==> config.mk <==
export PLATFORM = sky130hd
export DESIGN_NAME = instr_decoder
export DESIGN_NICKNAME = d
export VERILOG_FILES = /design/src/rtl/idec_pkg.sv /design/src/rtl/idec_fields.sv /design/src/rtl/idec_ctrl.sv /design/src/rtl/idec_legal.sv /design/src/rtl/instr_decoder.sv
export SDC_FILE = /design/constraint.sdc
export NUM_CORES = 1
export LEC_CHECK = 0
export BUFFER_PORTS_ARGS = -buffer_cell sky130_fd_sc_hd__buf_4
export CORE_MARGIN = 2
export CORE_UTILIZATION = 40
export DETAILED_ROUTE_END_ITERATION = 8
export MAX_ROUTING_LAYER = met4
export PLACE_DENSITY = 0.69
export SLEW_MARGIN = 5
export SYNTH_ARGS = -nofsm -noshare
export SYNTH_HDL_FRONTEND = slang
export SYNTH_SLANG_ARGS = --single-unit
export TNS_END_PERCENT = 20
==> constraint.sdc <==
create_clock -name clk -period 0.8 [get_ports clk]
set_input_delay 0.08 -clock clk [delete_from_list [all_inputs] [get_ports clk]]
set_output_delay 0.08 -clock clk [all_outputs]
set_load 0.01 [all_outputs]
==> src/rtl/idec_pkg.sv <==
package idec_pkg;

    localparam int INSTR_W = 32;
    localparam int OPC_W   = 6;
    localparam int RIDX_W  = 5;
    localparam int SHAMT_W = 5;
    localparam int IMM_W   = 16;
    localparam int ADDR_W  = 26;
    localparam int CODE_W  = 8;

    typedef enum logic [1:0] {
        FMT_R    = 2'd0,
        FMT_I    = 2'd1,
        FMT_J    = 2'd2,
        FMT_NONE = 2'd3
    } fmt_e;

    typedef enum logic [4:0] {
        ALU_NOP  = 5'd0,
        ALU_PASS = 5'd1,
        ALU_SEXT = 5'd2,
        ALU_ADD  = 5'd3,
        ALU_SUB  = 5'd4,
        ALU_AND  = 5'd5,
        ALU_OR   = 5'd6,
        ALU_NOT  = 5'd7,
        ALU_XOR  = 5'd8,
        ALU_NAND = 5'd9,
        ALU_NOR  = 5'd10,
        ALU_XNOR = 5'd11,
        ALU_SHL  = 5'd12,
        ALU_SHR  = 5'd13,
        ALU_INC  = 5'd14,
        ALU_DEC  = 5'd15,
        ALU_CMP  = 5'd16,
        ALU_LLO  = 5'd17,
        ALU_LHI  = 5'd18
    } alu_e;

    typedef enum logic [2:0] {
        BRC_ALW = 3'd0,
        BRC_EQ  = 3'd1,
        BRC_NE  = 3'd2,
        BRC_GT  = 3'd3,
        BRC_GE  = 3'd4,
        BRC_LT  = 3'd5,
        BRC_LE  = 3'd6
    } brc_e;

    typedef enum logic [1:0] {
        MSZ_B = 2'd0,
        MSZ_H = 2'd1,
        MSZ_W = 2'd2
    } msz_e;

    localparam logic [OPC_W-1:0] OP_NOP  = 6'h00;
    localparam logic [OPC_W-1:0] OP_MOV  = 6'h01;
    localparam logic [OPC_W-1:0] OP_MOVS = 6'h02;
    localparam logic [OPC_W-1:0] OP_LDB  = 6'h03;
    localparam logic [OPC_W-1:0] OP_LDBS = 6'h04;
    localparam logic [OPC_W-1:0] OP_LDH  = 6'h05;
    localparam logic [OPC_W-1:0] OP_LDHS = 6'h06;
    localparam logic [OPC_W-1:0] OP_LDW  = 6'h07;
    localparam logic [OPC_W-1:0] OP_STB  = 6'h08;
    localparam logic [OPC_W-1:0] OP_STH  = 6'h09;
    localparam logic [OPC_W-1:0] OP_STW  = 6'h0A;
    localparam logic [OPC_W-1:0] OP_LLO  = 6'h0B;
    localparam logic [OPC_W-1:0] OP_LHI  = 6'h0C;
    localparam logic [OPC_W-1:0] OP_JMP  = 6'h0D;
    localparam logic [OPC_W-1:0] OP_JEQ  = 6'h0E;
    localparam logic [OPC_W-1:0] OP_JNE  = 6'h0F;
    localparam logic [OPC_W-1:0] OP_JGT  = 6'h10;
    localparam logic [OPC_W-1:0] OP_JGE  = 6'h11;
    localparam logic [OPC_W-1:0] OP_JLT  = 6'h12;
    localparam logic [OPC_W-1:0] OP_JLE  = 6'h13;
    localparam logic [OPC_W-1:0] OP_CMP  = 6'h14;
    localparam logic [OPC_W-1:0] OP_INC  = 6'h15;
    localparam logic [OPC_W-1:0] OP_DEC  = 6'h16;
    localparam logic [OPC_W-1:0] OP_SHL  = 6'h17;
    localparam logic [OPC_W-1:0] OP_SHR  = 6'h18;
    localparam logic [OPC_W-1:0] OP_ADD  = 6'h19;
    localparam logic [OPC_W-1:0] OP_SUB  = 6'h1A;
    localparam logic [OPC_W-1:0] OP_AND  = 6'h1B;
    localparam logic [OPC_W-1:0] OP_OR   = 6'h1C;
    localparam logic [OPC_W-1:0] OP_NOT  = 6'h1D;
    localparam logic [OPC_W-1:0] OP_XOR  = 6'h1E;
    localparam logic [OPC_W-1:0] OP_NAND = 6'h1F;
    localparam logic [OPC_W-1:0] OP_NOR  = 6'h20;
    localparam logic [OPC_W-1:0] OP_XNOR = 6'h21;
    localparam logic [OPC_W-1:0] OP_INT  = 6'h22;
    localparam logic [OPC_W-1:0] OP_IRT  = 6'h23;
    localparam logic [OPC_W-1:0] OP_HLT  = 6'h24;
    localparam logic [OPC_W-1:0] OP_IADD = 6'h25;
    localparam logic [OPC_W-1:0] OP_ISUB = 6'h26;

    // Per-opcode control word; noreg_req bit 2 = field A, 1 = field B, 0 = field C
    typedef struct packed {
        fmt_e       fmt;
        alu_e       alu;
        logic       mem_rd;
        logic       mem_wr;
        msz_e       msz;
        logic       mem_sgn;
        logic       br_en;
        brc_e       brc;
        logic       wb_en;
        logic       flag_wr;
        logic       is_int;
        logic       is_irt;
        logic       is_halt;
        logic       defined;
        logic       shift_ok;
        logic [2:0] noreg_req;
    } ctrl_t;

    typedef struct packed {
        fmt_e               fmt;
        logic [RIDX_W-1:0]  src_a;
        logic [RIDX_W-1:0]  src_b;
        logic [RIDX_W-1:0]  dst;
        logic [SHAMT_W-1:0] shamt;
        logic [IMM_W-1:0]   imm;
        logic [ADDR_W-1:0]  jaddr;
        alu_e               alu;
        logic               mem_rd;
        logic               mem_wr;
        msz_e               msz;
        logic               mem_sgn;
        logic               br_en;
        brc_e               brc;
        logic               wb_en;
        logic               flag_wr;
        logic               int_req;
        logic [CODE_W-1:0]  int_code;
        logic               irt;
        logic               halt;
        logic               illegal;
    } dec_t;

endpackage

==> src/rtl/idec_fields.sv <==
module idec_fields
    import idec_pkg::*;
(
    input  logic [INSTR_W-1:0] instr,
    output logic [OPC_W-1:0]   opcode,
    output logic [RIDX_W-1:0]  fld_a,
    output logic [RIDX_W-1:0]  fld_b,
    output logic [RIDX_W-1:0]  fld_c,
    output logic [SHAMT_W-1:0] shamt,
    output logic [IMM_W-1:0]   imm,
    output logic [ADDR_W-1:0]  jaddr
);
    localparam int OPC_LO   = INSTR_W - OPC_W;
    localparam int A_LO     = OPC_LO - RIDX_W;
    localparam int B_LO     = A_LO - RIDX_W;
    localparam int C_LO     = B_LO - RIDX_W;
    localparam int SHAMT_LO = C_LO - SHAMT_W;

    assign opcode = instr[INSTR_W-1:OPC_LO];
    assign fld_a  = instr[OPC_LO-1:A_LO];
    assign fld_b  = instr[A_LO-1:B_LO];
    assign fld_c  = instr[B_LO-1:C_LO];
    assign shamt  = instr[C_LO-1:SHAMT_LO];
    assign imm    = instr[IMM_W-1:0];
    assign jaddr  = instr[ADDR_W-1:0];

endmodule

==> src/rtl/idec_ctrl.sv <==
module idec_ctrl
    import idec_pkg::*;
(
    input  logic [OPC_W-1:0] opcode,
    output ctrl_t            ctrl
);
    always_comb begin
        ctrl         = '0;
        ctrl.fmt     = FMT_NONE;
        ctrl.alu     = ALU_NOP;
        ctrl.msz     = MSZ_B;
        ctrl.brc     = BRC_ALW;
        case (opcode)
            OP_NOP, OP_IRT, OP_HLT: begin
                ctrl.fmt       = FMT_R;
                ctrl.defined   = 1'b1;
                ctrl.noreg_req = 3'b111;
                ctrl.is_irt    = (opcode == OP_IRT);
                ctrl.is_halt   = (opcode == OP_HLT);
            end
            OP_MOV, OP_MOVS: begin
                ctrl.fmt       = FMT_R;
                ctrl.defined   = 1'b1;
                ctrl.alu       = (opcode == OP_MOVS) ? ALU_SEXT : ALU_PASS;
                ctrl.wb_en     = 1'b1;
                ctrl.noreg_req = 3'b010;
            end
            OP_LDB, OP_LDBS, OP_LDH, OP_LDHS, OP_LDW: begin
                ctrl.fmt     = FMT_I;
                ctrl.defined = 1'b1;
                ctrl.alu     = ALU_ADD;
                ctrl.mem_rd  = 1'b1;
                ctrl.wb_en   = 1'b1;
                ctrl.mem_sgn = (opcode == OP_LDBS) || (opcode == OP_LDHS);
                if (opcode == OP_LDW)       ctrl.msz = MSZ_W;
                else if (opcode >= OP_LDH)  ctrl.msz = MSZ_H;
                else                        ctrl.msz = MSZ_B;
            end
            OP_STB, OP_STH, OP_STW: begin
                ctrl.fmt     = FMT_I;
                ctrl.defined = 1'b1;
                ctrl.alu     = ALU_ADD;
                ctrl.mem_wr  = 1'b1;
                if (opcode == OP_STW)       ctrl.msz = MSZ_W;
                else if (opcode == OP_STH)  ctrl.msz = MSZ_H;
                else                        ctrl.msz = MSZ_B;
            end
            OP_LLO, OP_LHI: begin
                ctrl.fmt       = FMT_I;
                ctrl.defined   = 1'b1;
                ctrl.alu       = (opcode == OP_LHI) ? ALU_LHI : ALU_LLO;
                ctrl.wb_en     = 1'b1;
                ctrl.noreg_req = 3'b100;
            end
            OP_JMP, OP_JEQ, OP_JNE, OP_JGT, OP_JGE, OP_JLT, OP_JLE: begin
                ctrl.fmt       = FMT_I;
                ctrl.defined   = 1'b1;
                ctrl.alu       = ALU_ADD;
                ctrl.br_en     = 1'b1;
                ctrl.brc       = brc_e'(3'(opcode - OP_JMP));
                ctrl.noreg_req = 3'b010;
            end
            OP_CMP: begin
                ctrl.fmt       = FMT_R;
                ctrl.defined   = 1'b1;
                ctrl.alu       = ALU_CMP;
                ctrl.flag_wr   = 1'b1;
                ctrl.noreg_req = 3'b001;
            end
            OP_INC, OP_DEC: begin
                ctrl.fmt       = FMT_R;
                ctrl.defined   = 1'b1;
                ctrl.alu       = (opcode == OP_DEC) ? ALU_DEC : ALU_INC;
                ctrl.wb_en     = 1'b1;
                ctrl.noreg_req = 3'b010;
            end
            OP_SHL, OP_SHR: begin
                ctrl.fmt      = FMT_R;
                ctrl.defined  = 1'b1;
                ctrl.alu      = (opcode == OP_SHR) ? ALU_SHR : ALU_SHL;
                ctrl.wb_en    = 1'b1;
                ctrl.shift_ok = 1'b1;
            end
            OP_ADD, OP_SUB, OP_AND, OP_OR, OP_NOT, OP_XOR, OP_NAND, OP_NOR, OP_XNOR: begin
                ctrl.fmt       = FMT_R;
                ctrl.defined   = 1'b1;
                ctrl.alu       = alu_e'(5'(opcode - OP_ADD) + ALU_ADD);
                ctrl.wb_en     = 1'b1;
                ctrl.noreg_req = (opcode == OP_NOT) ? 3'b010 : 3'b000;
            end
            OP_INT: begin
                ctrl.fmt       = FMT_I;
                ctrl.defined   = 1'b1;
                ctrl.is_int    = 1'b1;
                ctrl.noreg_req = 3'b110;
            end
            OP_IADD, OP_ISUB: begin
                ctrl.fmt     = FMT_I;
                ctrl.defined = 1'b1;
                ctrl.alu     = (opcode == OP_ISUB) ? ALU_SUB : ALU_ADD;
                ctrl.wb_en   = 1'b1;
            end
            default: ;
        endcase
    end

endmodule

==> src/rtl/idec_legal.sv <==
module idec_legal
    import idec_pkg::*;
#(
    parameter logic [RIDX_W-1:0] NOREG = '1
) (
    input  fmt_e               fmt,
    input  logic               defined,
    input  logic               shift_ok,
    input  logic               is_int,
    input  logic [2:0]         noreg_req,
    input  logic [RIDX_W-1:0]  fld_a,
    input  logic [RIDX_W-1:0]  fld_b,
    input  logic [RIDX_W-1:0]  fld_c,
    input  logic [SHAMT_W-1:0] shamt,
    input  logic [CODE_W-1:0]  imm_hi,
    output logic               illegal
);
    localparam int NFLD = 3;

    logic [NFLD-1:0][RIDX_W-1:0] flds;
    logic [NFLD-1:0]             fld_bad;
    logic                        shamt_bad;
    logic                        int_bad;

    assign flds = {fld_a, fld_b, fld_c};

    for (genvar i = 0; i < NFLD; i++) begin : g_fld
        assign fld_bad[i] = noreg_req[i] && (flds[i] != NOREG);
    end

    assign shamt_bad = (fmt == FMT_R) && !shift_ok && (shamt != '0);
    assign int_bad   = is_int && (imm_hi != '0);
    assign illegal   = !defined || (|fld_bad) || shamt_bad || int_bad;

endmodule

==> src/rtl/instr_decoder.sv <==
module instr_decoder
    import idec_pkg::*;
#(
    parameter bit                REG_OUT = 1'b1,
    parameter logic [RIDX_W-1:0] NOREG   = '1
) (
    input  logic        clk,
    input  logic        rst_n,
    input  logic        in_valid,
    input  logic [31:0] instr,
    output logic        out_valid,
    output logic [1:0]  fmt,
    output logic [4:0]  src_a,
    output logic [4:0]  src_b,
    output logic [4:0]  dst,
    output logic [4:0]  shamt,
    output logic [15:0] imm,
    output logic [25:0] jaddr,
    output logic [4:0]  alu_op,
    output logic        mem_rd,
    output logic        mem_wr,
    output logic [1:0]  mem_size,
    output logic        mem_signed,
    output logic        br_en,
    output logic [2:0]  br_cond,
    output logic        wb_en,
    output logic        flag_wr,
    output logic        int_req,
    output logic [7:0]  int_code,
    output logic        irt,
    output logic        halt,
    output logic        illegal
);
    logic [OPC_W-1:0]   opcode;
    logic [RIDX_W-1:0]  fld_a, fld_b, fld_c;
    logic [SHAMT_W-1:0] fld_sh;
    logic [IMM_W-1:0]   fld_imm;
    logic [ADDR_W-1:0]  fld_addr;
    ctrl_t              ctrl;
    logic               bad;
    dec_t               dec_d;
    dec_t               out_dec;
    logic               out_vld;

    idec_fields u_fields (
        .instr  (instr),
        .opcode (opcode),
        .fld_a  (fld_a),
        .fld_b  (fld_b),
        .fld_c  (fld_c),
        .shamt  (fld_sh),
        .imm    (fld_imm),
        .jaddr  (fld_addr)
    );

    idec_ctrl u_ctrl (
        .opcode (opcode),
        .ctrl   (ctrl)
    );

    idec_legal #(.NOREG(NOREG)) u_legal (
        .fmt       (ctrl.fmt),
        .defined   (ctrl.defined),
        .shift_ok  (ctrl.shift_ok),
        .is_int    (ctrl.is_int),
        .noreg_req (ctrl.noreg_req),
        .fld_a     (fld_a),
        .fld_b     (fld_b),
        .fld_c     (fld_c),
        .shamt     (fld_sh),
        .imm_hi    (fld_imm[IMM_W-1:CODE_W]),
        .illegal   (bad)
    );

    // Assemble the decode; an illegal word drops every state-changing control
    always_comb begin
        dec_d          = '0;
        dec_d.fmt      = ctrl.fmt;
        dec_d.src_a    = fld_a;
        dec_d.src_b    = fld_b;
        dec_d.dst      = (ctrl.fmt == FMT_R) ? fld_c : fld_b;
        dec_d.shamt    = fld_sh;
        dec_d.imm      = fld_imm;
        dec_d.jaddr    = fld_addr;
        dec_d.alu      = ctrl.alu;
        dec_d.msz      = ctrl.msz;
        dec_d.mem_sgn  = ctrl.mem_sgn;
        dec_d.brc      = ctrl.brc;
        dec_d.int_code = fld_imm[CODE_W-1:0];
        dec_d.illegal  = bad;
        dec_d.mem_rd   = ctrl.mem_rd  && !bad;
        dec_d.mem_wr   = ctrl.mem_wr  && !bad;
        dec_d.br_en    = ctrl.br_en   && !bad;
        dec_d.wb_en    = ctrl.wb_en   && !bad;
        dec_d.flag_wr  = ctrl.flag_wr && !bad;
        dec_d.int_req  = ctrl.is_int  && !bad;
        dec_d.irt      = ctrl.is_irt  && !bad;
        dec_d.halt     = ctrl.is_halt && !bad;
    end

    if (REG_OUT) begin : g_reg
        typedef struct packed {
            logic vld;
            dec_t dec;
        } stage_t;

        stage_t st_d, st_q;

        always_comb begin
            st_d     = st_q;
            st_d.vld = in_valid;
            st_d.dec = dec_d;
        end

        always_ff @(posedge clk or negedge rst_n) begin
            if (!rst_n) st_q <= '0;
            else        st_q <= st_d;
        end

        assign out_dec = st_q.dec;
        assign out_vld = st_q.vld;


        valid_pipe_chk: assert property (@(posedge clk) disable iff (!rst_n)
            1'b1 |=> (out_valid == $past(in_valid)));
    end else begin : g_comb
        assign out_dec = dec_d;
        assign out_vld = in_valid;
    end

    assign out_valid  = out_vld;
    assign fmt        = out_dec.fmt;
    assign src_a      = out_dec.src_a;
    assign src_b      = out_dec.src_b;
    assign dst        = out_dec.dst;
    assign shamt      = out_dec.shamt;
    assign imm        = out_dec.imm;
    assign jaddr      = out_dec.jaddr;
    assign alu_op     = out_dec.alu;
    assign mem_rd     = out_dec.mem_rd;
    assign mem_wr     = out_dec.mem_wr;
    assign mem_size   = out_dec.msz;
    assign mem_signed = out_dec.mem_sgn;
    assign br_en      = out_dec.br_en;
    assign br_cond    = out_dec.brc;
    assign wb_en      = out_dec.wb_en;
    assign flag_wr    = out_dec.flag_wr;
    assign int_req    = out_dec.int_req;
    assign int_code   = out_dec.int_code;
    assign irt        = out_dec.irt;
    assign halt       = out_dec.halt;
    assign illegal    = out_dec.illegal;


    illegal_quiet_chk: assert property (@(posedge clk) disable iff (!rst_n)
        (out_valid && illegal) |->
        !(wb_en || flag_wr || mem_rd || mem_wr || br_en || int_req || irt || halt));


    mem_excl_chk: assert property (@(posedge clk) disable iff (!rst_n)
        out_valid |-> !(mem_rd && mem_wr));


    shamt_legal_chk: assert property (@(posedge clk) disable iff (!rst_n)
        (out_valid && !illegal && fmt == FMT_R && shamt != '0) |->
        (alu_op == ALU_SHL || alu_op == ALU_SHR));


    int_code_chk: assert property (@(posedge clk) disable iff (!rst_n)
        (out_valid && int_req) |-> (imm[IMM_W-1:CODE_W] == '0 && int_code == imm[CODE_W-1:0]));


    fmt_defined_chk: assert property (@(posedge clk) disable iff (!rst_n)
        (out_valid && fmt == FMT_NONE) |-> illegal);

endmodule

==> results of run 1 <==
==> flip-flops by register name, indices dropped and copies added (netlist names) <==
signal,count
flag_wr,1
fmt,2
mem_wr,1
jaddr,19
halt,1
mem_rd,1
mem_signed,1
alu_op,5
int_req,1
br_cond,3
mem_size,2
int_code,7
illegal,1
out_valid,1
wb_en,1
br_en,1
dst,5
irt,1
==> cell usage in the layout (no fill, tap or decap), types with 3 or more instances in the layout <==
master,instances
clkbuf_8,5
buf_12,4
nand3b_1,4
nor2_1,12
nor3_1,3
dlygate4sd3_1,28
dfrtp_1,54
nor3_2,4
xor2_1,3
nand2_1,12
a21oi_1,6
inv_1,4
nor4_4,4
mux2_4,6
ha_4,4
buf_4,173
nor2_4,4
a21oi_2,4
nand3_1,7
buf_6,43
==> cell type report <==
class                      count  share of cell area, %
sequential                    54                   27.2
multi-input combinational    131                   25.1
clock buffer                   5                   1.38
tap                           77                   1.94
timing repair buffer         248                   43.1
clock inverter                 2                  0.302
inverter                       7                   1.01
==> per-stage QoR <==
step | cell area (µm²) | setup TNS, ns | power (mW)
CTS | 4730 | -27.84 | 6.36
detailed placement | 3940 | -27.66 | 4.57
floorplan | 2700 | -19.31 | 3.71
global placement | 3940 | -27.11 | 4.55
finish | 4970 | -28.20 | 6.60
global route | 4970 | -32.49 | 6.88
==> power by group through the flow <==
stage               sequential [mW]  clock, mW  combinational, mW
finish                         2.97       1.48               2.15
global route                   2.99       1.62               2.27
CTS                            2.96       1.48               1.92
detailed placement             3.00          0               1.57
global placement               3.00          0               1.55
floorplan                      3.08          0              0.631
==> routing by layer <==
layer	up-vias	GRT usage, %
met2	122	44.9
met5	-	-
li1	1210	-
met1	1292	24.8
met3	31	5.60
met4	0	9.24
==> worst max-delay path by stage <==
stage	from	endpoint	cells after the start
6_report	instr[27]	dst[2]	10
5_1_grt	instr[27]	dst[0]	12
4_1_cts	instr[27]	dst[2]	10
3_5_place_dp	instr[27]	dst[2]	10
3_3_place_gp	instr[27]	dst[3]	10
2_1_floorplan	instr[26]	illegal	9
==> logic make-up (layout without fill, tap and decap cells) <==
group,after synthesis,count (layout),synth area share [%]
AO/OA/AOI/OAI,38,38,10.2
XOR/XNOR,3,3,1.02
adder cells (fa/ha/maj),6,6,2.91
buffers and inverters,58,262,14.8
flip-flops,54,54,52.4
multiplexers,6,6,2.62
AND/OR/NAND/NOR,78,78,16.0
==> repair_timing <==
action | CTS | global route
setup buffers | 13 | 17
pin swaps | 10 | 16
hold buffers | 27 | 1
setup endpoints to repair | 118 | 118
gates resized for setup | 82 | 37
endpoints found under the hold margin | 80 | 1
==> worst max-delay path, delay by kind of cell <==
kind / cells / cell delay, ns
buf+inv: 3 / 0.32
simple gates: 3 / 0.69
mux: 1 / 0.30
fa+ha+maj: 1 / 0.15
compound gates: 2 / 0.39
==> flow_summary_export.csv, run 1 <==
group,metric,value,unit
placement,dp.cells,468,
setup_path,cp-end-kind,"flip-flop",
min_path,whs_endpoint,"dst[0]",
final_layout,final_util,79.2,%
cts,cts-root-buf,"clkbuf_8",
yosys,synth_flop_cell,"dfrtp_1",
yosys,synth.distinct_cells,45,
global_route,grt_pass1_wl,13200,µm
pwr,peakVddDrop,1.05,mV
yosys,ys_seq_elements,54,
sta,hold_slack,0.0366,ns
global_route,grt_overflow_total,0,
final_layout,fillers,375,
die,die-area,7100,µm²
final_layout,multiInputGateArea,1250,µm²
min_path,hp-start,"instr[11]",
cts,clkTransAtPathRegs,0.09,ns
run_status,outcome,"finished with violations",
die,std_cell_rows,29,
placement,gp_congestion,0.926,
min_path,hold_depth,2,
sta,fin_crit_sh,219,%
yosys,synth_nets,284,
setup_path,critPathKind,"input pin to flip-flop",
cts,clock_sinks,54,
min_path,hp-class,"input pin to flip-flop",
pwr,switchingPower,1.91,mW
die,die_y,84.3,µm
sta,hold_violations,0,
sta,finalMaxSlewViolations,0,
final_layout,layout-drive-gt1-share,63.8,%
die,die_x,84.3,µm
sta,finalCriticalPeriod,1.75,ns
route,vias,2655,
cts,cts_max_level,2,
sta,rsz0062_at_grt,"true",
setup_path,start_kind,"input pin",
pwr,p_int,4.69,mW
yosys,synthArstFlopShare,100,%
cts,max-clock-path-buffers,2,
job,drv_cap,0,
sta,fmax,572,MHz
final_layout,areaGrowthSynthToFinish,92.9,%
route,top_layer_used,"met4",
route,met2WireLength,4770,µm
global_route,grt_pass1_vias,2720,
route,wl_per_cell,17.2,µm
global_route,grt_max_degree,55,
yosys,ys.warnings.count,0,
setup_path,crit_required,0.99,ns
placement,dp_hpwl,5780,µm
sta,slew_headroom,73.0,%
die,num_io_pins,128,
route,drt_iter0_drc,108,
yosys,synthCells,243,
route,via_per_inst,5.07,
final_layout,nets,488,
yosys,postSynthAreaPerCell,10.6,µm²
yosys,yosys.cell_count.top_type,"dfrtp_1",
route,drc,0,
die,core,6280,µm²
pwr,power_frac_seq,45.0,%
sta,finalSetupViolCount,118,
sta,worst_slack,-0.948,ns
die,start_util,41.1,%
route,ant_nets,0,
placement,numPortBuffers,127,
route,wl_met3,633,µm
yosys,synth_top_area_cell,"dfrtp_1",
sta,tightestPinTransition,0.401,ns
cts,cts_tree,"done",
route,drt_pass1_iterations,4,
setup_path,max_stage_delay,0.41,ns
global_route,track_usage,24.3,%
final_layout,seqCellArea,1350,µm²
final_layout,finalNonFillerCells,524,
pwr,leakagePower,2.38,nW
yosys,synthTopCellsByArea,"dfrtp_1 (52%), buf_4 (11%), ha_1 (2.9%), nor2_1 (2.6%), mux2_2 (2.6%)",
run_status,violations,"negative setup slack",
yosys,syn-cell-area,2580,µm²
pwr,powerDensity,1330,nW/µm²
pwr,pwr-share-comb,32.6,%
pwr,power_frac_clock,22.4,%
setup_path,crit_chain,"buf_12 > inv_16 > ha_4 > or4bb_1 > a31oi_2 > nor2_2 > o211ai_1 > nor2b_2 > buf_6 > mux2_4",
setup_path,arrival,1.94,ns
cts,numCtsBuffers,5,
route,totalWireLength,9010,µm
final_layout,n_antenna_cell,0,
route,wl_met1,3250,µm
yosys,synth_edf_count,0,
setup_path,cp_max_fo,6,
global_route,antenna_found_initial,0,
setup_path,crit_slowest_cell,"or4bb_1",
yosys,yosysSeqAreaShare,52.4,%
placement,place_ws,-1.38,ns
yosys,yosysTopAreaCellShare,52.4,%
yosys,synthTopCellsByCount,"dfrtp_1 (54), buf_4 (39), nor2_1 (18), nand2_1 (13), a21oi_1 (12)",
pwr,switching_share,29.0,%
Power figures use the tool's default switching activity.
==> inputs of run 2 (changes only) <==
Settings changed: PLACE_DENSITY 0.69 to 0.71.
==> run 2 against run 1 <==
Effect of this change:
- the run still ends with negative setup slack left
- design area shrank 3.3%
- die area is the same
- count of clock-buffer cells in the layout grew 1
- critical path depth grew 1
- total power grew 2.8%
- wire length grew 2.7%
- via count shrank 3.5%
- sequential share of layout area grew 0.92 points
- worst hold slack gained 0.0065 ns
- critical endpoint is now wb_en
- largest cell class unchanged
==> flow_summary_export.csv, run 2 (same netlist as run 1, synthesis figures left out) <==
group,metric,value,unit
placement,dpl_cell_area,3910,µm²
global_route,grt_pass1_vias,2619,
min_path,hold_depth,2,
pwr,leakagePower,2.31,nW
sta,finalMaxSlewViolations,0,
run_status,outcome,"finished with violations",
final_layout,fillers,374,
die,num_io_pins,128,
setup_path,crit_end,"wb_en",
setup_path,cp-end-kind,"flip-flop",
global_route,grt_overflow_total,0,
sta,finalCriticalPeriod,1.82,ns
sta,fin_crit_sh,227,%
cts,clock_sinks,54,
setup_path,critPathKind,"input pin to flip-flop",
die,std_cell_rows,29,
cts,cts_tree,"done",
sta,fmax,550,MHz
setup_path,crit_chain,"buf_12 > inv_16 > ha_4 > buf_6 > mux2_4 > and3_4 > a31oi_4 > a21oi_2 > or3_4 > buf_8 > nor4_4",
sta,rsz0062_at_grt,"true",
route,via_per_inst,5.00,
setup_path,crit_slowest_cell,"or3_4",
cts,clkTransAtPathRegs,0.09,ns
sta,finalSetupViolCount,119,
global_route,track_usage,25.1,%
sta,slew_headroom,75.2,%
setup_path,crit_required,1.01,ns
setup_path,cp_num_cells,11,
die,core,6280,µm²
pwr,peakVddDrop,0.910,mV
run_status,violations,"negative setup slack",
job,drv_cap,0,
sta,hold_slack,0.0431,ns
final_layout,final_area,4810,µm²
route,drt_iter0_drc,148,
global_route,grt_pass1_wl,13600,µm
setup_path,cp-startpoint,"instr[27]",
setup_path,max_stage_delay,0.40,ns
sta,tightestPinTransition,0.371,ns
final_layout,largest_reg_flops,19,
placement,place_ws,-1.40,ns
setup_path,arrival,2.02,ns
pwr,powerDensity,1410,nW/µm²
final_layout,nets,476,
route,vias,2563,
die,die-area,7100,µm²
sta,hold_violations,0,
min_path,hp-start,"instr[15]",
placement,dp_hpwl,6010,µm
sta,worst_slack,-1.02,ns
cts,numCtsBuffers,5,
final_layout,final_cell_mix,"buf_4 (168), dfrtp_1 (54), buf_6 (35), dlygate4sd3_1 (28)",
cts,max-clock-path-buffers,2,
global_route,grt_max_degree,24,
cts,cts-root-buf,"clkbuf_8",
route,wl_per_cell,18.0,µm
final_layout,n_antenna_cell,0,
placement,numPortBuffers,127,
setup_path,crit_family,"simple AND/OR/NAND/NOR gates",
route,drt_pass1_iterations,4,
setup_path,cp_max_fo,6,
placement,gp_congestion,0.901,
route,ant_nets,0,
setup_path,cp.buffers_inverters,4,
cts,cts_max_level,2,
final_layout,areaGrowthSynthToFinish,86.6,%
route,drc,0,
final_layout,layout-drive-gt1-share,61.5,%
die,start_util,41.1,%
setup_path,start_kind,"input pin",
final_layout,final_common_cell,"buf_4",
die,die_x,84.3,µm
die,die_y,84.3,µm
global_route,antenna_found_initial,0,
route,totalWireLength,9260,µm
min_path,hp-class,"input pin to flip-flop",
run 2: changes by cell type in the layout (fill, tap and decap cells not counted), moves of 2 or more:
cell | before | now
nor4_4 | 4 | 2
a21oi_4 | 2 | 0
nor2_2 | 2 | 6
buf_6 | 43 | 35
nor4_2 | 1 | 3
nor3_2 | 4 | 1
nor3_4 | 0 | 3
a21oi_1 | 6 | 9
nor2_4 | 4 | 0
buf_4 | 173 | 168
run 2: layout make-up:
class                      count  area (µm²)  share of cell area, %
clock inverter                 2        37.5                  0.780
inverter                       7        50.0                   1.04
clock buffer                   6        72.6                   1.51
multi-input combinational    131        1170                   24.3
timing repair buffer         236        2030                   42.2
sequential                    54        1350                   28.1
tap                           77        96.3                   2.00
run 2: repair_timing:
| item | in CTS | in global routing |
|---|---|---|
| hold buffers | 27 | 1 |
| gates resized for setup | 67 | 27 |
| hold endpoints to repair | 80 | 1 |
| setup buffers | 10 | 4 |
| endpoints found under the setup margin | 118 | 119 |
| pin swaps | 23 | 10 |
run 2: how the worst min path moves through the flow:
stage                            to  slack (ns)
final                        dst[4]        0.04
after global routing         dst[4]        0.03
after CTS                 jaddr[14]        0.01
after detailed placement  alu_op[0]       -0.05
after global placement    alu_op[0]       -0.05
after floorplan           alu_op[0]       -0.22
run 2: where the power goes:
| part | internal [mW] | switching (mW) | total (mW) |
|---|---|---|---|
| sequential | 2.88 | 0.0971 | 2.98 |
| clock | 0.934 | 0.842 | 1.78 |
| combinational | 1.12 | 0.903 | 2.03 |
| total | 4.94 | 1.84 | 6.78 |
run 2: through the flow:
stage | setup TNS [ns] | cells | power, mW | util [%]
6_report | -29.20 | 513 | 6.78 | 76.6
5_1_grt | -33.25 | 513 | 7.07 | 76.6
4_1_cts | -27.55 | 509 | 6.64 | 74.1
3_5_place_dp | -27.99 | 464 | 4.56 | 62.3
3_3_place_gp | -27.01 | 464 | 4.54 | 62.3
2_1_floorplan | -19.31 | 243 | 3.71 | -
run 2: layer usage:
metal	vias up	track usage, %	wire, µm
met2	99	48.0	5160
li1	1195	-	-
met5	-	-	0
met1	1252	26.7	3330
met4	0	5.87	218
met3	17	4.33	546
